==> src/rtl/irq_resolver_pkg.sv <==
package irq_resolver_pkg;
    typedef enum logic [1:0] {
        ST_IDLE   = 2'd0,
        ST_RAISE  = 2'd1,
        ST_VECTOR = 2'd2
    } rsv_state_e;
endpackage

==> src/rtl/rsv_prio_pick.sv <==
// Finds the lowest-numbered set bit (highest priority).
module rsv_prio_pick #(
    parameter int N  = 8,
    parameter int IW = $clog2(N)
) (
    input  logic [N-1:0]  vec,
    output logic          found,
    output logic [IW-1:0] idx
);
    always_comb begin
        found = |vec;
        idx   = '0;
        for (int i = N - 1; i >= 0; i--) begin
            if (vec[i]) idx = IW'(i);
        end
    end
endmodule

==> src/rtl/rsv_req_latch.sv <==
// Request register: edge-latched or level-following per line.
module rsv_req_latch #(
    parameter int N  = 8,
    parameter int IW = $clog2(N)
) (
    input  logic          clk,
    input  logic          rst_n,
    input  logic          level_mode,
    input  logic [N-1:0]  req_in,
    input  logic          clr_en,
    input  logic [IW-1:0] clr_idx,
    output logic [N-1:0]  irr
);
    logic [N-1:0] req_q;
    logic [N-1:0] rise;

    assign rise = req_in & ~req_q;

    always_ff @(posedge clk) begin
        if (!rst_n) req_q <= '0;
        else        req_q <= req_in;
    end

    for (genvar g = 0; g < N; g++) begin : g_line
        always_ff @(posedge clk) begin
            if (!rst_n)
                irr[g] <= 1'b0;
            else if (level_mode)
                irr[g] <= req_in[g];
            else
                irr[g] <= rise[g] | (irr[g] & ~(clr_en && (clr_idx == IW'(g))));
        end
    end
endmodule

==> src/rtl/rsv_service_reg.sv <==
// In-service register: set on acknowledge, cleared by specific EOI.
module rsv_service_reg #(
    parameter int N  = 8,
    parameter int IW = $clog2(N)
) (
    input  logic          clk,
    input  logic          rst_n,
    input  logic          set_en,
    input  logic [IW-1:0] set_idx,
    input  logic          eoi_en,
    input  logic [IW-1:0] eoi_idx,
    output logic [N-1:0]  isr
);
    for (genvar g = 0; g < N; g++) begin : g_line
        always_ff @(posedge clk) begin
            if (!rst_n)
                isr[g] <= 1'b0;
            else if (set_en && (set_idx == IW'(g)))
                isr[g] <= 1'b1;
            else if (eoi_en && (eoi_idx == IW'(g)))
                isr[g] <= 1'b0;
        end
    end
endmodule

==> src/rtl/irq_resolver.sv <==
module irq_resolver
    import irq_resolver_pkg::*;
#(
    parameter  int N_LINES = 8,
    parameter  int VEC_W   = 8,
    localparam int IDX_W   = $clog2(N_LINES),
    localparam int BASE_W  = VEC_W - IDX_W
) (
    input  logic               clk,
    input  logic               rst_n,
    input  logic [N_LINES-1:0] req_in,
    input  logic [BASE_W-1:0]  vec_base,
    input  logic               level_mode,
    input  logic               auto_eoi,
    input  logic               mask_we,
    input  logic [N_LINES-1:0] mask_wdata,
    input  logic               eoi_valid,
    input  logic [IDX_W-1:0]   eoi_line,
    input  logic               inta,
    output logic               irq_out,
    output logic               vec_valid,
    output logic [VEC_W-1:0]   vec_out
);
    rsv_state_e         state_q, state_d;
    logic [N_LINES-1:0] irr, isr_q, imr_q, pending;
    logic               cand_found, svc_found, outranks, take;
    logic [IDX_W-1:0]   cand_idx, svc_idx, grant_q;

    // Mask register: resets to all lines disabled.
    always_ff @(posedge clk) begin
        if (!rst_n)       imr_q <= '1;
        else if (mask_we) imr_q <= mask_wdata;
    end

    rsv_req_latch #(.N(N_LINES), .IW(IDX_W)) u_req (
        .clk(clk), .rst_n(rst_n), .level_mode(level_mode), .req_in(req_in),
        .clr_en(take), .clr_idx(cand_idx), .irr(irr)
    );

    assign pending = irr & ~imr_q;

    rsv_prio_pick #(.N(N_LINES), .IW(IDX_W)) u_pick_req (
        .vec(pending), .found(cand_found), .idx(cand_idx)
    );

    rsv_prio_pick #(.N(N_LINES), .IW(IDX_W)) u_pick_svc (
        .vec(isr_q), .found(svc_found), .idx(svc_idx)
    );

    assign outranks = cand_found && (!svc_found || (cand_idx < svc_idx));
    assign take     = (state_q == ST_RAISE) && outranks && inta;

    rsv_service_reg #(.N(N_LINES), .IW(IDX_W)) u_svc (
        .clk(clk), .rst_n(rst_n), .set_en(take && !auto_eoi), .set_idx(cand_idx),
        .eoi_en(eoi_valid), .eoi_idx(eoi_line), .isr(isr_q)
    );

    // State register and granted line.
    always_ff @(posedge clk) begin
        if (!rst_n) begin
            state_q <= ST_IDLE;
            grant_q <= '0;
        end else begin
            state_q <= state_d;
            if (take) grant_q <= cand_idx;
        end
    end

    // Transitions.
    always_comb begin
        state_d = state_q;
        unique case (state_q)
            ST_IDLE:   if (outranks) state_d = ST_RAISE;
            ST_RAISE: begin
                if (!outranks)  state_d = ST_IDLE;
                else if (inta)  state_d = ST_VECTOR;
            end
            ST_VECTOR: state_d = ST_IDLE;
            default:   state_d = ST_IDLE;
        endcase
    end

    // Outputs.
    always_comb begin
        irq_out   = (state_q == ST_RAISE);
        vec_valid = (state_q == ST_VECTOR);
        vec_out   = vec_valid ? {vec_base, grant_q} : '0;
    end
endmodule

==> config.mk <==
export PLATFORM = sky130hd
export DESIGN_NAME = irq_resolver
export DESIGN_NICKNAME = d
export VERILOG_FILES = /design/src/rtl/irq_resolver_pkg.sv /design/src/rtl/rsv_prio_pick.sv /design/src/rtl/rsv_req_latch.sv /design/src/rtl/rsv_service_reg.sv /design/src/rtl/irq_resolver.sv
export SDC_FILE = /design/constraint.sdc
export NUM_CORES = 1
export LEC_CHECK = 0
export ABC_AREA = 1
export BUFFER_PORTS_ARGS = -buffer_cell sky130_fd_sc_hd__buf_2
export CAP_MARGIN = 30
export CORE_MARGIN = 2
export CORE_UTILIZATION = 48
export DETAILED_ROUTE_END_ITERATION = 8
export PLACE_DENSITY = 0.75
export SLEW_MARGIN = 20
export SYNTH_ARGS = -nofsm -noshare
export SYNTH_HDL_FRONTEND = slang
export SYNTH_SLANG_ARGS = --single-unit
==> constraint.sdc <==
create_clock -name clk -period 1.9 [get_ports clk]
set_input_delay 0.19 -clock clk [delete_from_list [all_inputs] [get_ports clk]]
set_output_delay 0.19 -clock clk [all_outputs]
set_load 0.05 [all_outputs]
# ---- After elaboration in Yosys (flattened, before gate mapping)
# Index checks and enable logic that the tools add are counted.
dict set report classes {
  eq_ne 18
  n_mul 0
  shifts 0
  n_reduce_logical 45
  div_mod_pow 0
  n_bitwise 28
  order_cmp 1
  add_sub_neg 0
  mux 45
}
# cell n
set op_table {}
lappend op_table {{3-bit 2-to-1 mux} 16}
lappend op_table {{1-bit logical AND} 28}
lappend op_table {{3-bit equality test, second input constant} 8}
lappend op_table {{1-bit 2-to-1 mux} 24}
lappend op_table {{8-bit bitwise AND} 2}
lappend op_table {{8-bit inverter} 2}
lappend op_table {{2-bit nonzero test} 8}
lappend op_table {{8-bit OR reduction} 2}
lappend op_table {{3-bit by 2-bit equality test with 1-bit output, second input constant} 4}
lappend op_table {{1-bit bitwise AND} 8}
lappend op_table {{8-bit 2-to-1 mux} 1}
lappend op_table {{1-bit inverter} 8}
lappend op_table {{1-bit bitwise OR} 8}
lappend op_table {{3-bit by 1-bit equality test with 1-bit output, second input constant} 2}
lappend op_table {{3-bit zero test} 2}
lappend op_table {{2-bit 2-to-1 mux} 3}
lappend op_table {{2-bit one-hot mux with 2 select lines} 1}
lappend op_table {{3-bit less-than comparator} 1}
lappend op_table {{3-bit inequality test, second input constant} 1}
lappend op_table {{2-bit by 1-bit equality test with 1-bit output, second input constant} 1}
lappend op_table {{2-bit equality test, second input constant} 1}
lappend op_table {{1-bit zero test} 2}
lappend op_table {{2-bit zero test} 1}
lappend op_table {{2-bit inequality test, second input constant} 1}
lappend op_table {{2 further kinds} 2}
dict set report word_totals {
  mem_bits_ro 0
  input_bits 31
  ramBits 0
  regBits 37
  mem_count 0
  latch_bits 0
}

# ---- Depth between registers and ports, before layout
# Gate-level depths: netlist of the first run.
dict set report logic_depth {
  depth_word 20
  depth_mapped 18
  mapped_depth_nobuf 17
}

# ---- Modules after synthesis
# A second synthesis of the first run with hierarchy kept.
dict set report unflattened {
  cells_unflattened 324
  area_unflattened_um2 1996.9
}
# mod n_inst seq_area_each_um2 cells_per_inst area_each_um2
set by_module_without_submodules {}
lappend by_module_without_submodules {irq_resolver 1 260.2 116 728.2}
lappend by_module_without_submodules {rsv_req_latch 1 320.3 102 689.4}
lappend by_module_without_submodules {rsv_service_reg 1 160.2 62 381.6}
lappend by_module_without_submodules {rsv_prio_pick 2 0.0 22 98.8}

# ---- Worst setup path before layout of the first run
# Ideal clock, no wire load.
dict set report synth_path {
  path_type {register -> register}
  startpoint {register u_req.irr[0]}
  endpoint {register grant_q[0]}
  path_slack_ns -0.159
  stages_incl_launch_ff 14
  setup_time_ns 0.114
  arrival_time_ns 1.946
  path_cell_list {dfxtp_1 inv_1 nor2_1 inv_2 nand2_1 nor3_2 ha_1 a21oi_1 nand2_2 a21boi_4 nand2_2 buf_6 a21oi_1 nor2_1}
}
dict set report synth_via {
  elab_chain_len 7
}
# element line_no
set synth_rtl {}
lappend synth_rtl {{start: declaration} rsv_req_latch.sv:12} ;# output logic [N-1:0] irr
lappend synth_rtl {{start signal: indexed assignment} rsv_req_latch.sv:29} ;# irr[g] <= req_in[g];
lappend synth_rtl {{start signal: indexed assignment} rsv_req_latch.sv:31} ;# irr[g] <= rise[g] | (irr[g] & ~(clr_en && (clr_idx == IW'(g))));
lappend synth_rtl {{8-bit bitwise AND} irq_resolver.sv:40} ;# assign pending = irr & ~imr_q;
lappend synth_rtl {{3-bit 2-to-1 mux} rsv_prio_pick.sv:14} ;# if (vec[i]) idx = IW'(i);
lappend synth_rtl {{net cand_idx[2]} irq_resolver.sv:27} ;# logic [IDX_W-1:0] cand_idx, svc_idx, grant_q;
lappend synth_rtl {{3-bit less-than comparator} irq_resolver.sv:50} ;# assign outranks = cand_found && (!svc_found || (cand_idx < svc_idx));
lappend synth_rtl {{1-bit logical OR} irq_resolver.sv:50}
lappend synth_rtl {{1-bit logical AND} irq_resolver.sv:50}
lappend synth_rtl {{1-bit logical AND (2 in series)} irq_resolver.sv:51} ;# assign take = (state_q == ST_RAISE) && outranks && inta;
lappend synth_rtl {{end signal: assignment} irq_resolver.sv:65} ;# if (take) grant_q <= cand_idx;
lappend synth_rtl {{end: declaration} irq_resolver.sv:27}
# The timed path passes the listed nets, and every way through them passes these cells.
# A chain may end at the register's enable or synchronous reset.

# ---- Worst setup path after layout of the first run
dict set report layout_path {
  startpoint {register u_req.irr[5]}
  endpoint {register u_svc.isr[7]}
}
dict set report layout_via {
  elab_chain_len 15
}
# element line_no
set layout_rtl {}
lappend layout_rtl {{8-bit bitwise AND (*)} irq_resolver.sv:40}
lappend layout_rtl {{3-bit 2-to-1 mux (*) (6 in series)} rsv_prio_pick.sv:14}
lappend layout_rtl {{net cand_idx[2]} irq_resolver.sv:27}
lappend layout_rtl {{3-bit less-than comparator} irq_resolver.sv:50}
lappend layout_rtl {{1-bit logical OR} irq_resolver.sv:50}
lappend layout_rtl {{1-bit logical AND} irq_resolver.sv:50}
lappend layout_rtl {{1-bit logical AND (2 in series)} irq_resolver.sv:51}
lappend layout_rtl {{1-bit logical AND} irq_resolver.sv:54} ;# .clk(clk), .rst_n(rst_n), .set_en(take && !auto_eoi), .set_idx(cand_idx),
lappend layout_rtl {{1-bit logical AND (*)} rsv_service_reg.sv:18} ;# else if (set_en && (set_idx == IW'(g)))
lappend layout_rtl {{1-bit 2-to-1 mux / 2-bit nonzero test (equally long branches)} -}
lappend layout_rtl {{end signal: indexed assignment} rsv_service_reg.sv:17} ;# isr[g] <= 1'b0;
lappend layout_rtl {{end signal: indexed assignment} rsv_service_reg.sv:19} ;# isr[g] <= 1'b1;
lappend layout_rtl {{end signal: indexed assignment} rsv_service_reg.sv:21} ;# isr[g] <= 1'b0;
lappend layout_rtl {{end: declaration} rsv_service_reg.sv:12} ;# output logic [N-1:0] isr
# Mark *: on every way through the listed nets, which the timed path passes. The rest lies on a longest branch.

==> results of run 1 <==
-- critical path: stages, from the launching register on --
cell	delay, ns
dfxtp_1	0.36
nand2_1	0.13
nand2_2	0.12
nor2_4	0.05
nor3_4	0.22
ha_4	0.24
nand2_1	0.06
inv_1	0.03
nand2_1	0.06
nand2_2	0.07
nand2_2	0.09
nand4_4	0.19
nor2_1	0.18
nor2_1	0.07
nor2_1	0.08
-- metrics by stage --
stage | hold slack [ns] | total power, mW | area (um^2) | setup slack [ns]
after floorplan | 0.2964 | 1.042 | 1852 | -0.03690
after global placement | 0.3855 | 1.136 | 2163 | -0.07924
after detailed placement | 0.3890 | 1.141 | 2163 | -0.1080
after CTS | 0.09952 | 1.794 | 2321 | 0.005860
after global routing | 0.09527 | 1.897 | 2422 | -0.2645
final | 0.1017 | 1.811 | 2422 | -0.1027
-- where the power goes --
group	internal (mW)	total [mW]	leakage [nW]	switching, mW
clock network	0.381	0.641	0.0540	0.260
logic	0.136	0.333	0.854	0.197
registers	0.816	0.837	0.306	0.0204
-- flip-flops by register name (all words and copies together) (netlist names) --
register	cells
imr_q	8
u_req.irr	8
u_req.req_q	8
u_svc.isr	8
grant_q	3
state_q	2
-- logic make-up after synthesis --
family / Yosys count / synth area share, %
and+or+nand+nor: 129 / 29.71
DFF: 37 / 40.72
buffers and inverters: 64 / 13.69
adders and majority gates: 2 / 1.375
AOI/OAI and AO/OA: 47 / 14.51
-- path summary, 6_finish.rpt --
kind,startpoint,endpoint
hold reg to reg,imr_q[5],imr_q[5]
setup reg to reg,u_req.irr[5],u_svc.isr[7]
hold / removal,req_in[2],u_req.req_q[2]
setup / recovery,u_req.irr[5],u_svc.isr[7]
-- repair_timing --
| action | CTS | global route |
|---|---|---|
| setup endpoints to repair | 19 | 21 |
| resized for setup | 10 | 23 |
| pin swaps | 1 | 11 |
| buffers inserted | 1 | 3 |
-- area by class of cell --
cell class	count	area, um^2	area share (%)
clock buffers	5	68.82	2.841
clock inverters	2	35.03	1.446
inverters	60	225.2	9.298
multi-input cells	178	980.9	40.50
flip-flops and latches	37	743.2	30.68
well taps	48	60.06	2.479
repair buffers	54	309.0	12.76
-- cells in the final DEF, fill, tap and decap left out, types with 2 or more instances in the layout --
cell type and instances:
nand3_1 6, inv_2 6, buf_2 40, nand2_1 43
nor2_2 9, a21oi_1 13, a31oi_1 4, dfxtp_2 2
o21ai_0 14, inv_1 52, nand2_4 2, nand2_2 11
dfxtp_1 35, nor2_4 3, clkbuf_8 5, clkinv_1 2
o21ai_1 9, a21oi_2 2, nor2_1 47, buf_4 13
-- layer usage --
metal | global-route usage, % | up-vias | wire length, um
li1 | - | 967 | -
met1 | 24.79 | 795 | 1906
met2 | 34.06 | 41 | 1972
met3 | 3.596 | 4 | 162
met4 | 5.469 | 0 | 30
met5 | 0 | - | 0
==> metrics, run 1 <==
unrepaired setup endpoints after global routing yes; clock sink count 37; global-route wire length before repair approximately 6600 um; Primary FF master, synth dfxtp_1; Final Hold Viols 0; Seq cells post-synth 37; CTS buffer count 5; arrival time at the worst endpoint ~2.2 ns; Worst Reg-to-Reg Cells 14; height of the die about 66 um; Gate Count Post-Synth roughly 280; CP startpoint kind flop; largest net degree at the start of global routing 18; Final min period between 2 and 2.5 ns; Starting Density between 40% and 50%; Filler cells roughly 330; post-route ant nets 0; Die Wd around 66 um; Avg WL per Cell 10.60 um; ANT cells 0; Unique masters post-synth 27; IO Pins slightly above 40; Hold Crit Class in -> reg; global route overflow 0; Synth top cells by count nor2_1, inv_1, nand2_1; vias in the first global route between 1500 and 2000; Iter 0 DRT Violations around 110; PwrDens about 750 nW/um^2; Max Cap Violations 0; Worst-Skew Late Latency roughly 0.28 ns; relative slew slack 67.07%; final design utilization between 60% and 70%; final slew viol count 0; failing checks negative setup slack; yosys warns 0; Vias/cell ~4.7; GRT Util Overall just under 20%; Worst-path clk slew around 0.07 ns; post-synthesis average cell area approximately 6.5 um^2; H-tree lvl count 2; detailed-router iteration count before antenna repair 4; cell row count 22; die area about 4300 um^2; Detail Placement HPWL between 2000 and 3000 um; crit path kind reg -> reg; Seq/Total Area, Yosys between 40% and 50%; Root Buffer clkbuf_8; outcome complete, but fails checks; TritonCTS clock tree built; CP Max Fanout 8; Min-Delay Path Depth 3; Inst Count DP between 300 and 400; initial antenna violation count 0; Slew @ Worst Pin 0.4921 ns; clk_skew ~0.007 ns; Synth Net Count 312; worst setup margin -0.1027 ns; ranking of synthesized cells by area dfxtp_1, nor2_1, inv_1, nand2_1, a21oi_1; max frequency approximately 500 MHz; Synth top area share approximately two fifths; TNS Setup -1.223 ns; area growth from synthesis to layout 33.15%; CTS Hold Bufs 0; number of enable flip-flop cells after synthesis 0; core area around 3700 um^2; Critical Path End Type flop; Final GP Congestion approximately 0.91; static leakage ~1.2 nW; Peak supply drop roughly 530 uV; endpoints failing setup 19; FFs w/ async S/R, synth 0%; Required @ worst endpoint around 2.1 ns; Mapped Area roughly 1800 um^2; via count around 1800; # DRC 0; Reg2Reg Setup Slack -0.10 ns; Layout Nets 369; top-count cell post-synth nor2_1; port buffer count 40; clock buffer depth 2; share of post-route cells with drive strength above 1 a little under a third; crit share post-route 105.4%; Yosys top cell by area dfxtp_1; Routed WL between 4000 and 5000 um; non-filler cells in the finished layout roughly 380
No activity file was read; power rests on OpenSTA's default activity.
==> run 2, diff against run 1 <==
- BUFFER_PORTS_ARGS: -buffer_cell sky130_fd_sc_hd__buf_2 -> not set
- CORE_UTILIZATION: 48 -> 50
- DONT_BUFFER_PORTS: not set -> 1
- PLACE_DENSITY: 0.75 -> 0.68
==> metrics, run 2 (synthesis gave the netlist of run 1 again) <==
max frequency roughly 500 MHz; Slew @ Worst Pin ~0.65 ns; CTS buffer count 5; Final Hold Viols 3; crit path cell chain inv_2 -> o21ai_2 -> nand3_2 -> a21oi_2 -> ha_1 -> nand2_1 -> inv_1 -> nand2_1 -> nand2_2 -> a21boi_4 -> nand2_4 -> nor2_2 -> o21ai_1; CP Max Fanout 7; unrepaired setup endpoints after global routing yes; clk_skew roughly 0.013 ns; global route overflow 0; crit share post-route 107.7%; NetSw between 0.4 and 0.5 mW; relative slew slack a little under three fifths; PwrDens 710.1 nW/um^2; Critical Path End Type flop; delay-heaviest family, CP compound AO/OA/AOI/OAI gates; Layout Nets between 300 and 400; grt met2 use 39.97%; Avg WL per Cell 12.05 um; GRT Util Overall 23.46%; WP buf/inv 2; non-filler cells in the finished layout between 300 and 400; failing checks negative hold slack, negative setup slack; port buffer count 0; via count ~1800; area growth from synthesis to layout 35.56%; TritonCTS clock tree built; most frequent cells in the layout inv_1, nand2_1, nor2_1; die area ~4100 um^2; clock sink count 37; detailed-router iteration count before antenna repair 4; Max Cap Violations 0; largest net degree at the start of global routing 18; Inst Count DP between 300 and 400; cell row count 21; most used routing layer met2; outcome complete, but fails checks; arrival time at the worst endpoint between 2 and 2.5 ns; most common cell after layout, fill and taps aside inv_1; Final min period a little over 2 ns; clock network power share 32.9%; vias in the first global route about 1800; endpoints failing setup 20; Slowest cell on crit path dfxtp_2; worst setup margin -0.1461 ns; sw frac about 28%; ANT cells 0; overall power approximately 1.8 mW; Detail Placement HPWL between 2000 and 3000 um; crit path kind reg -> reg; Die Wd about 64 um; Root Buffer clkbuf_4; final slew viol count 0; IO Pins 41; DP Worst Slack -0.1099 ns; Routed WL 4457 um; Peak supply drop roughly 540 uV; Min Hold Slack -0.005950 ns; Starting Density a little over half; height of the die around 64 um; initial antenna violation count 0; core area approximately 3400 um^2; TNS Setup -1.869 ns; final design utilization 72.20%; Gate power share 19.3%; share of post-route cells with drive strength above 1 about 26%; met1 usage 28.57%; global-route wire length before repair about 7500 um; clock buffer depth 2; Vias/cell between 4 and 5; CP most frequent cell nand2_1; H-tree lvl count 2; CP max stage delay between 0.3 and 0.4 ns; Hold Crit Class in -> reg; CP startpoint kind flop; Iter 0 DRT Violations ~100; met3 Usage GRT just over 5%; # DRC 0; Reg power frac a little under half; post-route ant nets 0; Required @ worst endpoint approximately 2.2 ns; Worst-path clk slew about 0.11 ns; Final GP Congestion 0.8206; Worst-Skew Late Latency between 0.3 and 0.4 ns; Pint 1.270 mW; static leakage between 1 and 1.5 nW
-- run 2: final cells by class --
type	count	area (um^2)
clock buffers	7	55.05
repair buffers	40	354.1
flip-flops and latches	37	747.0
inverters	60	226.5
clock inverters	1	30.03
fillers	272	949.7
multi-input cells	179	996.0
well taps	46	57.56
-- run 2: metrics by stage --
step                hold slack [ns]  instance area, um^2
finish                    -0.005950                 2466
global route                0.01188                 2466
CTS                       0.0009752                 2379
detailed placement           0.2811                 2006
global placement             0.2769                 2006
floorplan                    0.2964                 1852
-- run 2: metal layers --
layer | wire, um | vias up
met1 | 2095 | 779
met5 | 0 | -
li1 | - | 953
met3 | 271 | 6
met4 | 86 | 0
met2 | 2004 | 50
-- run 2: worst paths after layout --
| check | start | to | slack (ns) | cells past startpoint |
|---|---|---|---|---|
| hold reg to reg | imr_q[5] | imr_q[5] | 0.48 | 2 |
| setup reg to reg | u_req.irr[7] | u_req.irr[7] | -0.15 | 13 |
| setup / recovery | u_req.irr[7] | u_req.irr[7] | -0.15 | 13 |
| hold / removal | level_mode | u_req.irr[6] | -0.006 | 2 |
-- run 2: power by group through the flow --
stage	Clock (mW)	Sequential [mW]	Combinational, mW
finish	0.576	0.837	0.339
CTS	0.580	0.835	0.313
detailed placement	0	0.850	0.245
global route	0.612	0.842	0.376
floorplan	0	0.846	0.196
global placement	0	0.849	0.244
-- run 2: worst register-to-register path, delay by kind of cell, from the launching register on --
kind	cells	cell delay [ns]
DFF	1	0.35
and+or+nand+nor	6	0.61
buffers and inverters	2	0.08
adders and majority gates	1	0.25
AOI/OAI and AO/OA	4	0.65
-- run 2: repair_timing --
action	4_1_cts	5_1_grt
endpoints found under the setup margin	20	21
pin swaps	6	15
gates cloned	1	0
hold buffers	20	0
buffers inserted	2	2
hold endpoints to repair	20	0
resized for setup	21	21
==> run 3, diff against run 2 <==
--- a/config.mk
+++ b/config.mk
@@ -7,10 +7,10 @@
 export LEC_CHECK = 0
 export ABC_AREA = 1
+export BUFFER_PORTS_ARGS = -buffer_cell sky130_fd_sc_hd__buf_2
 export CAP_MARGIN = 30
-export CORE_MARGIN = 2
-export CORE_UTILIZATION = 50
+export CORE_MARGIN = 1
+export CORE_UTILIZATION = 48
 export DETAILED_ROUTE_END_ITERATION = 8
-export DONT_BUFFER_PORTS = 1
-export PLACE_DENSITY = 0.68
+export PLACE_DENSITY = 0.75
 export SLEW_MARGIN = 20
 export SYNTH_ARGS = -nofsm -noshare
==> constraint.sdc (replaced) <==
create_clock -name clk -period 1.9 [get_ports clk]
set_input_delay 0.19 -clock clk [delete_from_list [all_inputs] [get_ports clk]]
set_output_delay 0.19 -clock clk [all_outputs]
set_load 0.01 [all_outputs]
==> metrics, run 3 (synthesis gave the netlist of run 1 again) <==
DP Worst Slack -0.1190 ns; Min Hold Slack approximately 0.086 ns; GRT Util Overall between 20% and 30%; PwrDens between 700 and 800 nW/um^2; Worst-Skew Late Latency roughly 0.3 ns; Final GP Congestion between 0.9 and 1; clk_skew 0.009745 ns; global route overflow 0; detailed-router iteration count before antenna repair 4; Peak supply drop between 500 and 600 uV; crit share post-route 104.2%; Avg WL per Cell roughly 10 um; global-route wire length before repair between 6000 and 7000 um; relative slew slack between 50% and 60%; TritonCTS clock tree built; share of post-route cells with drive strength above 1 a little under a third; Filler cells 323; clock buffer depth 2; final design utilization about 66%; height of the die approximately 64 um; outcome complete, but fails checks; Final min period between 1.5 and 2 ns; Iter 0 DRT Violations around 110; most common cell after layout, fill and taps aside inv_1; Slew @ Worst Pin 0.6342 ns; Die Wd 63.57 um; clock sink count 37; CTS buffer count 5; Max Cap Violations 0; port buffer count 40; IO Pins between 40 and 50; arrival time at the worst endpoint 2.16 ns; Detail Placement HPWL just under 3000 um; Placed Instance Area 2156 um^2; Starting Density approximately half; Layout Nets 368; unrepaired setup endpoints after global routing yes; # DRC 0; crit path kind reg -> reg; Inst Count DP around 370; H-tree lvl count 2; final slew viol count 0; Routed WL 3984 um; Final Hold Viols 0; area growth from synthesis to layout 32.53%; Worst-path clk slew 0.08 ns; cell row count 22; via count around 1800; Root Buffer clkbuf_8; CP Max Fanout 7; die area ~4000 um^2; Hold Crit Class in -> reg; Required @ worst endpoint 2.08 ns; vias in the first global route between 1500 and 2000; initial antenna violation count 0; CP startpoint kind flop; most frequent cells in the layout inv_1, nor2_1, nand2_1; ANT cells 0; non-filler cells in the finished layout 384; Critical Path End Type flop; fin area between 2000 and 2500 um^2; post-route ant nets 0; Vias/cell roughly 4.6; worst setup margin -0.08061 ns; failing checks negative setup slack; largest net degree at the start of global routing 18; core area between 3000 and 4000 um^2; max frequency 504.9 MHz; static leakage ~1.2 nW; endpoints failing setup 19
[run 3: worst paths after layout]
kind	slack, ns	start	end	cells after the start
min reg2reg	0.46	imr_q[5]	imr_q[5]	2
max	-0.08	imr_q[3]	u_req.irr[0]	14
max reg2reg	-0.08	imr_q[3]	u_req.irr[0]	14
min	0.09	req_in[6]	u_req.req_q[6]	3
[run 3: final cells by class]
cell class / instances / area [um^2] / share of cell area (%)
Sequential cell: 37 / 744.5 / 30.88
Timing Repair Buffer: 52 / 290.3 / 12.04
Tap cell: 48 / 60.06 / 2.491
Inverter: 60 / 225.2 / 9.341
Multi-Input combinational cell: 179 / 979.7 / 40.63
Clock buffer: 6 / 72.57 / 3.010
Clock inverter: 2 / 38.79 / 1.609
[run 3: per-layer routing]
layer / track usage [%] / up-vias / part of all wire (%)
li1: - / 964 / -
met1: 25.56 / 759 / 47
met2: 34.84 / 49 / 45
met3: 5.616 / 8 / 5.3
met4: 11.08 / 0 / 2.3
met5: 0 / - / 0
[run 3: repair_timing]
item                                    4_1_cts  5_1_grt
hold buffers                                  0        0
setup buffers                                 1        2
endpoints found under the setup margin       19       21
gates resized for setup                      12       20
cloned                                        1        0
pin swaps                                     6        1
[run 3: worst max-delay path, cell delays in order (launching register included)]
cell and delay [ns]:
dfxtp_1 0.30, inv_1 0.08, nand2_1 0.08, nand2_2 0.10, inv_1 0.06, a21oi_2 0.18
ha_1 0.25, nand2_1 0.06, inv_1 0.04, nand2_1 0.08, nand2_2 0.08, a21boi_4 0.21
nand2_4 0.13, nor2_2 0.14, o21ai_1 0.06
[run 3: power by group]
part	leakage [nW]	switching, mW	internal [mW]
Sequential	0.306	0.0191	0.816
Clock	0.0554	0.284	0.394
Combinational	0.846	0.190	0.128
Total	1.21	0.494	1.34
[run 3: per-stage QoR]
| step | setup TNS [ns] | power (mW) |
|---|---|---|
| detailed placement | -1.475 | 1.129 |
| global route | -5.938 | 1.920 |
| global placement | -1.390 | 1.122 |
| floorplan | -0.1880 | 1.028 |
| CTS | -0.02651 | 1.826 |
| finish | -0.9206 | 1.832 |
